**config.mk**
```make
export PLATFORM = sky130hd
export DESIGN_NAME = xadd_unit
export DESIGN_NICKNAME = d
export VERILOG_FILES = /design/src/rtl/xadd_pkg.sv /design/src/rtl/xadd_operand_mux.sv /design/src/rtl/xadd_seg_adder.sv /design/src/rtl/xadd_status_reg.sv /design/src/rtl/xadd_unit.sv
export SDC_FILE = /design/constraint.sdc
export NUM_CORES = 1
export LEC_CHECK = 0
export ABC_CLOCK_PERIOD_IN_PS = 6840
export BUFFER_PORTS_ARGS = -buffer_cell sky130_fd_sc_hd__buf_2
export CORE_MARGIN = 3
export CORE_UTILIZATION = 25
export DETAILED_ROUTE_END_ITERATION = 12
export PLACE_DENSITY = 0.55
export REMOVE_ABC_BUFFERS = 1
export SYNTH_ARGS = -nofsm -noshare
export SYNTH_HDL_FRONTEND = slang
export SYNTH_SLANG_ARGS = --single-unit
```
**constraint.sdc**
```tcl
create_clock -name clk -period 6.84 [get_ports clk]
set_input_delay 0 -clock clk [delete_from_list [all_inputs] [get_ports clk]]
set_output_delay 0 -clock clk [all_outputs]
set_load 0.005 [all_outputs]
```
**src/rtl/xadd_pkg.sv**
```systemverilog
`timescale 1ns/1ps
package xadd_pkg;

    typedef enum logic [2:0] {
        OP_ADD   = 3'd0,
        OP_SUBF  = 3'd1,
        OP_ADDE  = 3'd2,
        OP_SUBFE = 3'd3,
        OP_ADDME = 3'd4,
        OP_ADDZE = 3'd5,
        OP_NEG   = 3'd6,
        OP_RSVD  = 3'd7
    } op_e;

    typedef enum logic [1:0] {
        BSRC_OPND = 2'd0,
        BSRC_ONES = 2'd1,
        BSRC_ZERO = 2'd2
    } bsrc_e;

    typedef enum logic [1:0] {
        CIN_ZERO = 2'd0,
        CIN_ONE  = 2'd1,
        CIN_FLAG = 2'd2
    } cin_e;

    typedef struct packed {
        logic  inv_a;
        bsrc_e bsrc;
        cin_e  cin;
        logic  rec_ca;
        logic  neg;
    } ctl_t;

    typedef struct packed {
        logic so;
        logic ov;
        logic ov32;
        logic ca;
        logic ca32;
    } flags_t;

    typedef struct packed {
        logic c_lo;
        logic c_full;
        logic v_lo;
        logic v_full;
    } arith_st_t;

    function automatic ctl_t decode_op(op_e op);
        ctl_t c;
        c.inv_a  = 1'b0;
        c.bsrc   = BSRC_OPND;
        c.cin    = CIN_ZERO;
        c.rec_ca = 1'b1;
        c.neg    = 1'b0;
        unique case (op)
            OP_SUBF:  begin c.inv_a = 1'b1; c.cin = CIN_ONE;  end
            OP_ADDE:  begin c.cin = CIN_FLAG; end
            OP_SUBFE: begin c.inv_a = 1'b1; c.cin = CIN_FLAG; end
            OP_ADDME: begin c.bsrc = BSRC_ONES; c.cin = CIN_FLAG; end
            OP_ADDZE: begin c.bsrc = BSRC_ZERO; c.cin = CIN_FLAG; end
            OP_NEG:   begin
                c.inv_a  = 1'b1;
                c.bsrc   = BSRC_ZERO;
                c.cin    = CIN_ONE;
                c.rec_ca = 1'b0;
                c.neg    = 1'b1;
            end
            default:  ;
        endcase
        return c;
    endfunction

endpackage

```
**src/rtl/xadd_operand_mux.sv**
```systemverilog
`timescale 1ns/1ps
module xadd_operand_mux
    import xadd_pkg::*;
#(
    parameter int W = 64
) (
    input  logic [W-1:0] a_i,
    input  logic [W-1:0] b_i,
    input  ctl_t         ctl_i,
    input  logic         ca_q_i,
    output logic [W-1:0] x_o,
    output logic [W-1:0] y_o,
    output logic         cin_o
);
    always_comb begin
        x_o = ctl_i.inv_a ? ~a_i : a_i;
        unique case (ctl_i.bsrc)
            BSRC_ONES: y_o = '1;
            BSRC_ZERO: y_o = '0;
            default:   y_o = b_i;
        endcase
        unique case (ctl_i.cin)
            CIN_ONE:  cin_o = 1'b1;
            CIN_FLAG: cin_o = ca_q_i;
            default:  cin_o = 1'b0;
        endcase
    end
endmodule

```
**src/rtl/xadd_seg_adder.sv**
```systemverilog
`timescale 1ns/1ps
module xadd_seg_adder
    import xadd_pkg::*;
#(
    parameter int W    = 64,
    parameter int SEGS = 2
) (
    input  logic [W-1:0] x_i,
    input  logic [W-1:0] y_i,
    input  logic         cin_i,
    output logic [W-1:0] sum_o,
    output arith_st_t    st_o
);
    localparam int SW = W / SEGS;

    logic [SEGS:0]   carry;
    logic [SEGS-1:0] sovf;

    assign carry[0] = cin_i;

    for (genvar g = 0; g < SEGS; g++) begin : g_seg
        logic [SW:0] part;
        assign part = {1'b0, x_i[g*SW +: SW]} + {1'b0, y_i[g*SW +: SW]}
                    + {{SW{1'b0}}, carry[g]};
        assign sum_o[g*SW +: SW] = part[SW-1:0];
        assign carry[g+1] = part[SW];
        assign sovf[g] = (x_i[(g+1)*SW-1] == y_i[(g+1)*SW-1])
                      && (part[SW-1] != x_i[(g+1)*SW-1]);
    end

    always_comb begin
        st_o.c_lo   = carry[SEGS/2];
        st_o.c_full = carry[SEGS];
        st_o.v_lo   = sovf[SEGS/2-1];
        st_o.v_full = sovf[SEGS-1];
    end
endmodule

```
**src/rtl/xadd_status_reg.sv**
```systemverilog
`timescale 1ns/1ps
module xadd_status_reg
    import xadd_pkg::*;
(
    input  logic      clk,
    input  logic      rst,
    input  logic      wr_en_i,
    input  logic      ca_en_i,
    input  logic      oe_i,
    input  logic      mode64_i,
    input  ctl_t      ctl_i,
    input  arith_st_t st_i,
    input  logic      sr_wr_i,
    input  flags_t    sr_wdata_i,
    output flags_t    q_o
);
    logic ov_sel;
    logic ca_sel;

    always_comb begin
        ov_sel = mode64_i ? st_i.v_full : st_i.v_lo;
        ca_sel = mode64_i ? st_i.c_full : st_i.c_lo;
    end

    always_ff @(posedge clk) begin
        if (rst) begin
            q_o <= '0;
        end else if (sr_wr_i) begin
            q_o <= sr_wdata_i;
        end else if (wr_en_i) begin
            if (ca_en_i && ctl_i.rec_ca) begin
                q_o.ca   <= ca_sel;
                q_o.ca32 <= st_i.c_lo;
            end
            if (oe_i) begin
                q_o.ov   <= ov_sel;
                q_o.ov32 <= ctl_i.neg ? ov_sel : st_i.v_lo;
                q_o.so   <= q_o.so | ov_sel;
            end
        end
    end
endmodule

```
**src/rtl/xadd_unit.sv**
```systemverilog
`timescale 1ns/1ps
module xadd_unit
    import xadd_pkg::*;
#(
    parameter int XLEN = 64
) (
    input  logic            clk,
    input  logic            rst,
    input  logic [2:0]      op_i,
    input  logic            mode64_i,
    input  logic            oe_i,
    input  logic            ca_en_i,
    input  logic            wr_en_i,
    input  logic [XLEN-1:0] a_i,
    input  logic [XLEN-1:0] b_i,
    input  logic            sr_wr_i,
    input  logic [4:0]      sr_wdata_i,
    output logic [XLEN-1:0] result_o,
    output logic            so_o,
    output logic            ov_o,
    output logic            ov32_o,
    output logic            ca_o,
    output logic            ca32_o
);
    localparam int SEGS = 2;

    ctl_t            ctl;
    logic [XLEN-1:0] x;
    logic [XLEN-1:0] y;
    logic            cin;
    arith_st_t       st;
    flags_t          flags_q;

    assign ctl = decode_op(op_e'(op_i));

    xadd_operand_mux #(.W(XLEN)) u_opnd (
        .a_i    (a_i),
        .b_i    (b_i),
        .ctl_i  (ctl),
        .ca_q_i (flags_q.ca),
        .x_o    (x),
        .y_o    (y),
        .cin_o  (cin)
    );

    xadd_seg_adder #(.W(XLEN), .SEGS(SEGS)) u_add (
        .x_i   (x),
        .y_i   (y),
        .cin_i (cin),
        .sum_o (result_o),
        .st_o  (st)
    );

    xadd_status_reg u_sr (
        .clk        (clk),
        .rst        (rst),
        .wr_en_i    (wr_en_i),
        .ca_en_i    (ca_en_i),
        .oe_i       (oe_i),
        .mode64_i   (mode64_i),
        .ctl_i      (ctl),
        .st_i       (st),
        .sr_wr_i    (sr_wr_i),
        .sr_wdata_i (flags_t'(sr_wdata_i)),
        .q_o        (flags_q)
    );

    assign so_o   = flags_q.so;
    assign ov_o   = flags_q.ov;
    assign ov32_o = flags_q.ov32;
    assign ca_o   = flags_q.ca;
    assign ca32_o = flags_q.ca32;
endmodule

```
---- Word-level counts from Yosys, hierarchy flattened ----
Cells that the tools add are included.
storage, ports and cells
  register bits after elaboration ......... 5
  output and inout bits ................... 69
  bits of input ports ..................... 143
operators by class
  bitwise operators ....................... 2
  eq/ne operators ......................... 14
  add/sub/neg operators ................... 4
  multiplexer cells ....................... 14
  reduce and logical (&&, ||, !) cells .... 12
operators by type and width
  operator            number
  $pmux 64 s2         1
  $add 32x32->33      2
  $add 33x1->33       2
  $mux 64             1
  $not 64->64         1
  $mux 5              2
  $eq 3x3->1 const B  3
  $pmux 2 s2          2
  $eq 3x2->1 const B  2
  $reduce_bool 2->1   3
  $eq 2x1->1 const B  2
  $eq 2x2->1 const B  2
  $mux 1              4
  $mux 2              2
  $reduce_and 2->1    2
  $reduce_or 2->1     2
  $reduce_or 4->1     1
  $eq 3x1->1 const B  1
  $logic_and 1x1->1   3
  $mux 3              1
  $reduce_or 3->1     1
  $eq 1x1->1          2
  $ne 1x1->1          2
  $pmux 1 s2          1
  $or 1x1->1          1

---- Logic depth before layout (Yosys ltp) ----
Gate-level depths: netlist (run 1).
  depth in word-level cells ............... 15
  mapped depth ............................ 28

---- Cells and area by module ----
Synthesis (run 1) repeated with hierarchy kept, for this count alone.
second synthesis, totals
  cells, all modules ...................... 746
  area total of the unflattened synthesis .. 5087.4 um^2
modules (own cells, without submodules)
  module            cells an instance  instances  sequential area each (um^2)  area each (um^2)
  xadd_seg_adder    485                1          0.0                          3452.1
  xadd_operand_mux  222                1          0.0                          1308.8
  xadd_status_reg   30                 1          100.1                        269.0
  xadd_unit         9                  1          0.0                          57.6

---- Worst setup path before layout (run 1) ----
Ideal clock, no wire load.
  path type ............................... in2reg
  start point ............................. input port op_i[0]
  end point ............................... register u_sr.q_o[1] (netlist bit)
  data arrival time ....................... 6049 ps
  setup time .............................. 124 ps
  path slack .............................. 667 ps
  cell stages on the path ................. 25
  buffers on the path ..................... 3
  required time ........................... 6716 ps
  path through ............................ clkbuf_1 -> mux2i_1 -> clkbuf_1 -> buf_1 -> xnor2_1 -> fa_1 -> fa_1 -> nor2b_1 -> o21a_1 -> a311o_1 -> a21oi_1 -> o31ai_1 -> a21o_1 -> a21o_1 -> fa_1 -> fa_1 -> a211oi_1 -> o21bai_1 -> a211oi_1 -> a21oi_1 -> o311ai_0 -> a21oi_1 -> a311oi_1 -> o21ai_0 -> o2bb2ai_1
on the way
  cells in the longest elaborated chain, start to end .. 12
ends and longest elaborated chain
  what                                      line                    text
  start, declared                           xadd_unit.sv:9          input logic [2:0] op_i,
  $eq 3x3->1                                xadd_pkg.sv:57          unique case (op)
  $reduce_or 2->1 (no line)                 --
  $pmux 2 s2                                xadd_pkg.sv:57
  $eq 2x2->1 or $eq 2x1->1 (tied branches)  xadd_operand_mux.sv:17  unique case (ctl_i.bsrc)
  $pmux 64 s2                               xadd_operand_mux.sv:17
  $add 32x32->33                            xadd_seg_adder.sv:23    assign part = {1'b0, x_i[g*SW +: SW]} + {1'b0, y_i[g*SW +: SW]}
  $add 33x1->33 (2 in a row)                xadd_seg_adder.sv:24    + {{SW{1'b0}}, carry[g]};
  $mux 1                                    xadd_status_reg.sv:22   ca_sel = mode64_i ? st_i.c_full : st_i.c_lo;
  $mux 2                                    xadd_status_reg.sv:31   if (ca_en_i && ctl_i.rec_ca) begin
  $mux 5                                    xadd_status_reg.sv:30   end else if (wr_en_i) begin
  $mux 5                                    xadd_status_reg.sv:28   end else if (sr_wr_i) begin
  end signal, assigned                      xadd_status_reg.sv:29   q_o <= sr_wdata_i;
  end, declared                             xadd_status_reg.sv:15   output flags_t q_o
Parallel ways exist; a longest one is shown, timed or not. The select of a mux whose other input is x is not followed.
A chain may end at the register's enable or synchronous reset.

---- Worst setup path after layout (run 1) ----
  start point ............................. input port op_i[0]
  end point ............................... output port result_o[60]
on the way
  cells in the longest elaborated chain, start to end .. 8
ends and longest elaborated chain
  what                                      line                    text
  $eq 3x3->1                                xadd_pkg.sv:57
  $reduce_or 2->1 (no line)                 --
  $pmux 2 s2                                xadd_pkg.sv:57
  $eq 2x2->1 or $eq 2x1->1 (tied branches)  xadd_operand_mux.sv:17
  $pmux 64 s2                               xadd_operand_mux.sv:17
  $add 32x32->33                            xadd_seg_adder.sv:23
  $add 33x1->33                             xadd_seg_adder.sv:24
  $add 33x1->33 (*)                         xadd_seg_adder.sv:24
  end, declared                             xadd_unit.sv:18         output logic [XLEN-1:0] result_o,
Every way passes the cells marked *; elsewhere a longest branch is shown, timed or not.

==> metrics.md, run 1 <==
| Metric | Value |
|---|---|
| First-pass GRT wire length | `25300 um` |
| Port Buffers | `211` |
| Die footprint | `0.0200 mm^2` |
| Core area | `0.0176 mm^2` |
| Clk slew on worst S/H paths | `30 ps` |
| Class of the most critical setup path | `primary input to output pin` |
| Startpoint types | `primary input` |
| Die Ht | `141 um` |
| Skew-Pair Late Insertion Delay | `230 ps` |
| Avg WL per Cell | `14.4 um` |
| Tcrit/Tclk final | `0.916` |
| Share of post-route cells with drive strength above 1 | `0.268` |
| Min-Delay Path Class | `primary input to flip-flop` |
| Clock Tree Buf Depth | `2` |
| Ys async rst share | `0` |
| Status | `complete, no violations` |
| Yosys warnings | `0` |
| EDFF count, synth | `0` |
| Max Transition Viols Final | `0` |
| Final hold vios | `0` |
| Required time worst endpoint | `6840 ps` |
| Initial antenna violation count | `1` |
| TritonCTS clock tree | `yes` |
| Max FO, Critical Path | `20` |
| Worst Hold Launch | `rst` |
| Main synth FF type | `dfxtp_1` |
| Max FFs per register | `5` |
| RePlAce Congestion | `0.860` |
| Largest net degree at the start of global routing | `34` |
| Peak supply drop | `154 uV` |
| Drc violations | `0` |
| F_max | `160 MHz` |
| N_diodes | `0` |
| Largest Register | `u_sr.q_o` |
| Final net count | `1092` |
| Sink Count | `5` |
| Initial drt markers | `129` |
| Biggest regs | `u_sr.q_o: 5 flops` |
| Grt total ovfl | `0` |
| Top-area cell type share of the netlist area | `0.172` |
| Dpl hpwl | `13400 um` |
| Total power | `0.00122 W` |
| Leak | `3.32 nW` |
| Post-synthesis cell count | `686` |
| Crit path arrival time | `6270 ps` |
| Synth unique cells | `52` |
| Post-Syn Area | `0.00459 mm^2` |
| Area growth, synth to finish | `31.4%` |
| Die width | `141 um` |
| Cts bufs inserted | `3` |
| Synth area leaders | `ha_1, xor2_1, nand2_1, xnor2_1, a21oi_1` |
| Number of global-route vias before repair | `5109` |
| Register area share after synthesis | `0.0218` |
| DRT Pass-1 Iters | `4` |
| CP Capture Type | `output pin` |
| Vias | `5353` |
| Overall Global Routing Usage | `0.149` |
| Row cnt | `48` |
| Yosys reg bits | `5` |
| Max H-tree Level | `1` |
| Post-CTS Setup Inserts | `0` |
| Rel. slew slack | `0.603` |
| Synth area leader | `ha_1` |
| Place WS | `98.4 ps` |
| Max Cap Viol | `0` |
| Setup ws final | `574 ps` |
| # setup viols final | `0` |
| Minimum clock period | `6270 ps` |
| Starting Density | `0.261` |
| Clock skew | `0.183 ps` |
| Vias per cell | `4.84` |
| Io pins | `212` |
| Routed Antenna Nets | `0` |
| Critical R2R Launch | `u_sr.q_o[1]` |
| Post-route setup TNS | `0 ps` |
| Syn_area_per_cell | `6.68 um^2` |
| P per Cell Area | `202 mW/mm^2` |
| Worst Setup SP | `op_i[0]` |
| Final Core Density | `0.343` |
| Worst slew pin tran | `589 ps` |
| Root buf cell | `clkbuf_16` |
| Post-Route WL | `15900 um` |
| RSZ-0062 raised after global routing | `no` |
## what timing repair did
action,in CTS,in global routing
setup endpoints to repair,0,4
resized for setup,0,5
hold buffers,0,0
## routing by layer
metal	up-vias	wire length, um	track usage
li1	2803	-	-
met1	2408	7700	0.213
met2	134	7230	0.249
met3	6	919	0.0179
met4	2	57	0.0136
met5	-	7	0
## synthesized netlist by cell type, types with 2 or more instances
| cell type | n |
|---|---|
| ha_1 | 63 |
| and4_1 | 2 |
| o21ai_0 | 28 |
| o21a_1 | 15 |
| a221o_1 | 4 |
| nor4_1 | 2 |
| a31o_2 | 3 |
| nor2b_1 | 9 |
| clkbuf_1 | 20 |
| a311oi_1 | 2 |
| nand4_1 | 5 |
| a211o_1 | 2 |
| and2_1 | 3 |
| o21bai_1 | 9 |
| fa_1 | 4 |
| a41oi_1 | 2 |
| nand3_1 | 10 |
| nand2b_1 | 9 |
| nor2_1 | 40 |
| a21oi_1 | 53 |
| o211ai_1 | 6 |
| nor3_1 | 10 |
| a21boi_0 | 2 |
| o31a_1 | 2 |
| or3_1 | 5 |
| o22ai_1 | 2 |
| buf_1 | 8 |
| xor2_1 | 82 |
| a31oi_1 | 8 |
| xnor2_1 | 40 |
| o31ai_1 | 5 |
| nor3b_1 | 2 |
| a21o_1 | 26 |
| a211oi_1 | 11 |
| mux2i_1 | 3 |
| and3_1 | 4 |
| inv_1 | 15 |
| dfxtp_1 | 5 |
| nand2_1 | 152 |
## metrics by stage
step,instance area (um^2),instances,hold WS (ps)
finish,6030,1106,41.9
global route,6030,1106,60.5
CTS,6000,1106,38.6
detailed placement,5920,1102,274
global placement,5920,1102,274
floorplan,4480,657,72.8
## cells in the final DEF (no fill, tap or decap), types with 3 or more instances in the layout
cell	n
o21a_1	15
nand2b_1	8
clkbuf_16	3
ha_1	62
dfxtp_1	5
nand3_1	10
o21ai_0	28
and3_1	4
buf_4	7
or3_1	5
and2_1	3
xor2_1	82
nor2_1	40
xnor2_1	40
buf_2	211
a21o_1	26
nor3_1	10
o31ai_1	5
inv_1	15
a31oi_1	7
nand2_1	152
o211ai_1	6
fa_1	4
a21oi_1	53
a221o_1	4
nor2b_1	9
a211oi_1	10
o21bai_1	9
a31o_2	3
nand4_1	5
## path summary, 6_finish.rpt
check	endpoint	slack (ps)	depth (start not counted)
setup / recovery	result_o[60]	570	27
hold / removal	u_sr.q_o[2]	40	2
hold reg to reg	u_sr.q_o[4]	540	2
setup reg to reg	u_sr.q_o[1]	1050	23
## where the power goes
| part | total [W] | internal, W | leakage [nW] | switching [W] |
|---|---|---|---|---|
| clock | 0.0000983 | 0.0000774 | 0.0382 | 0.0000209 |
| sequential | 0.0000329 | 0.0000317 | 0.0413 | 0.00000126 |
| combinational | 0.00109 | 0.000499 | 3.24 | 0.000589 |
| total | 0.00122 | 0.000608 | 3.32 | 0.000611 |
## logic make-up after synthesis
group                    share of synthesized area
XOR/XNOR                                     0.233
adder cells (fa/ha/maj)                      0.189
multiplexers                               0.00655
buffers and inverters                       0.0363
flip-flops                                  0.0218
AO/OA/AOI/OAI                                0.273
AND/OR/NAND/NOR                              0.240
## area by class of cell
type | instances | area, um^2
fillers | 1989 | 11600
multi-input cells | 637 | 4360
repair buffers | 220 | 1150
well taps | 225 | 282
flip-flops and latches | 5 | 100
clock buffers | 4 | 78.8
inverters | 15 | 56.3
## critical path: stages
cell and delay, ps:
buf_2 160, nor3b_1 260, ha_2 340, buf_4 210
a21oi_1 200, fa_1 250, fa_1 220, nor2b_1 60
o21a_1 200, a311o_1 370, a21oi_1 180, buf_4 180
o31ai_1 130, a21o_1 210, a21o_1 220, fa_1 410
fa_1 460, a211oi_1 270, o21bai_1 140, a211oi_2 350
a21oi_1 170, o311ai_2 320, a21oi_1 210, a31oi_2 290
mux2i_1 200, o2111ai_1 120, buf_2 140
Power figures use the tool's default switching activity.
==> run 2, diff against run 1 <==
ABC_CLOCK_PERIOD_IN_PS = 7800   (was 6840)
clock period = 7.8 ns   (was 6.84 ns; I/O delays follow)
==> metrics.md, run 2 (synthesis results as in run 1) <==
| Metric | Value |
|---|---|
| Status | `complete, no violations` |
| Clk pwr share | `0.082 (about the same)` |
| Reg power frac | `0.027 (about the same)` |
| Drc violations | `0 (unchanged)` |
| Leak | `3.29 nW (-0.93%)` |
| Die width | `141 um (unchanged)` |
| Hold Buf Count CTS | `0 (unchanged)` |
| Commonest cells after routing, fill and taps aside | `buf_2, nand2_1, xor2_1, ha_1, a21oi_1` |
| N_diodes | `0 (unchanged)` |
| Max FO, Critical Path | `43 (+110%)` |
| Starting Density | `0.261 (unchanged)` |
| DRT Pass-1 Iters | `4 (unchanged)` |
| Share of post-route cells with drive strength above 1 | `0.261 (-0.00676)` |
| Tcrit/Tclk final | `0.911` |
| First-pass GRT wire length | `24900 um (-1.5%)` |
| Place WS | `614 ps (+516 ps)` |
| Fill cell count | `1952 (-1.9%)` |
| Largest Register | `u_sr.q_o` |
| Gate power share | `0.891 (about the same)` |
| Port Buffers | `211 (unchanged)` |
| Class of the most critical setup path | `primary input to output pin` |
| Max Transition Viols Final | `0 (unchanged)` |
| Die Ht | `141 um (unchanged)` |
| Int Pwr | `0.000528 W (-13%)` |
| # setup viols final | `0 (unchanged)` |
| Post-Route WL | `15500 um (-2.4%)` |
| Commonest non-fill, non-tap cell in the layout | `buf_2` |
| Cts bufs inserted | `3 (unchanged)` |
| Number of global-route vias before repair | `5044 (-1.3%)` |
| Cts repair resizes | `0 (unchanged)` |
| TritonCTS clock tree | `yes` |
| Net Sw Frac | `0.500 (-0.000940)` |
| Die footprint | `0.0200 mm^2 (unchanged)` |
| FF/Latch Area | `100 um^2 (unchanged)` |
| P per Cell Area | `177 mW/mm^2 (-12%)` |
| Root buf cell | `clkbuf_16` |
| Row cnt | `48 (unchanged)` |
| Max Cap Viol | `0 (unchanged)` |
| Final net count | `1088 (-0.37%)` |
| Startpoint types | `primary input` |
| Final Non-Filler Cells | `1102 (-0.36%)` |
| Required time worst endpoint | `7800 ps (+960 ps)` |
| Vias per cell | `4.85 (+0.27%)` |
| Initial drt markers | `221 (+71%)` |
| Io pins | `212 (unchanged)` |
| Area growth, synth to finish | `29.8%` |
| Routed Antenna Nets | `0 (unchanged)` |
| Crit path arrival time | `7110 ps (+840 ps)` |
| Final hold vios | `0 (unchanged)` |
| Biggest regs | `u_sr.q_o: 5 flops` |
| Avg WL per Cell | `14.1 um (-2.1%)` |
| Grt total ovfl | `0 (unchanged)` |
| Max FFs per register | `5 (unchanged)` |
| Post-route setup TNS | `0 ps (unchanged)` |
| Placed insts | `1098 (-0.36%)` |
| Sink Count | `5 (unchanged)` |
| CP dominant cell by count | `a21o_1` |
| Clock Tree Buf Depth | `2 (unchanged)` |
| Setup ws final | `695 ps (+121 ps)` |
| Clock skew | `1.18 ps (+0.997 ps)` |
| Post-CTS Setup Inserts | `0 (unchanged)` |
| Dpl hpwl | `12900 um (-3.9%)` |
| Clk slew on worst S/H paths | `30 ps (about the same)` |
| Initial antenna violation count | `2 (+1)` |
| Peak supply drop | `165 uV (+7.5%)` |
| Rel. slew slack | `0.551 (-0.0518)` |
| Largest net degree at the start of global routing | `44 (+29%)` |
| F_max | `141 MHz` |
| Max H-tree Level | `1 (unchanged)` |
| Minimum clock period | `7110 ps` |
| Area of the multi-input gates | `0.00434 mm^2 (-0.49%)` |
| CP Capture Type | `output pin` |
| Switching pwr | `0.000528 W (-14%)` |
| Core area | `0.0176 mm^2 (unchanged)` |
| Min-Delay Path Class | `primary input to flip-flop` |
| Worst slew pin tran | `673 ps (+83.9 ps)` |
| RePlAce Congestion | `0.834 (-3.0%)` |
| Overall Global Routing Usage | `0.147 (-0.00215)` |
| Skew-Pair Late Insertion Delay | `230 ps (about the same)` |
| Slowest Stage Delay on Critical Path | `540 ps (+80 ps)` |
| Vias | `5348 (-0.093%)` |
| Worst path slowest cell | `o311ai_0` |
| RSZ-0062 raised after global routing | `no` |
[run 2: layer usage]
layer,part of all wire,vias up,global-route usage
met4,0.0090,4,0.0172
met1,0.49,2399,0.212
met2,0.45,133,0.242
met3,0.049,11,0.0158
met5,0.0015,-,0
li1,-,2801,-
[run 2: worst paths after layout]
check / startpoint / endpoint / slack [ps] / depth (start not counted)
setup reg to reg: u_sr.q_o[1] / u_sr.q_o[1] / 1380 / 22
setup / recovery: op_i[0] / result_o[60] / 690 / 27
hold reg to reg: u_sr.q_o[4] / u_sr.q_o[4] / 550 / 2
hold / removal: rst / u_sr.q_o[2] / 30 / 2
[run 2: area by class of cell]
class / count / area share
timing repair buffer: 216 / 0.184
tap: 225 / 0.0473
multi-input combinational: 637 / 0.729
sequential: 5 / 0.0168
inverter: 15 / 0.00946
clock buffer: 4 / 0.0132
[run 2: stage by stage]
| stage | total power (W) | hold slack [ps] | util | area, um^2 |
|---|---|---|---|---|
| 2_1_floorplan | 0.000638 | 72.8 | - | 4480 |
| 3_3_place_gp | 0.000973 | 274 | 0.333 | 5870 |
| 6_report | 0.00106 | 33.3 | 0.338 | 5950 |
| 5_1_grt | 0.00117 | 47.4 | 0.338 | 5950 |
| 4_1_cts | 0.00107 | 30.3 | 0.338 | 5950 |
| 3_5_place_dp | 0.000971 | 272 | 0.333 | 5870 |
[run 2: critical path: cells and delay by family]
| family | cells | cell delay [ps] |
|---|---|---|
| adder cells (fa/ha/maj) | 4 | 1590 |
| AO/OA/AOI/OAI | 15 | 3700 |
| buffers and inverters | 3 | 840 |
| AND/OR/NAND/NOR | 3 | 580 |
| XOR/XNOR | 1 | 160 |
| multiplexers | 1 | 220 |
[run 2: power groups by stage]
stage / combinational, W / sequential, W / clock, W
2_1_floorplan: 0.000609 / 0.0000294 / 0
3_3_place_gp: 0.000944 / 0.0000293 / 0
3_5_place_dp: 0.000942 / 0.0000293 / 0
4_1_cts: 0.000949 / 0.0000289 / 0.0000877
5_1_grt: 0.00105 / 0.0000292 / 0.0000895
6_report: 0.000941 / 0.0000289 / 0.0000863
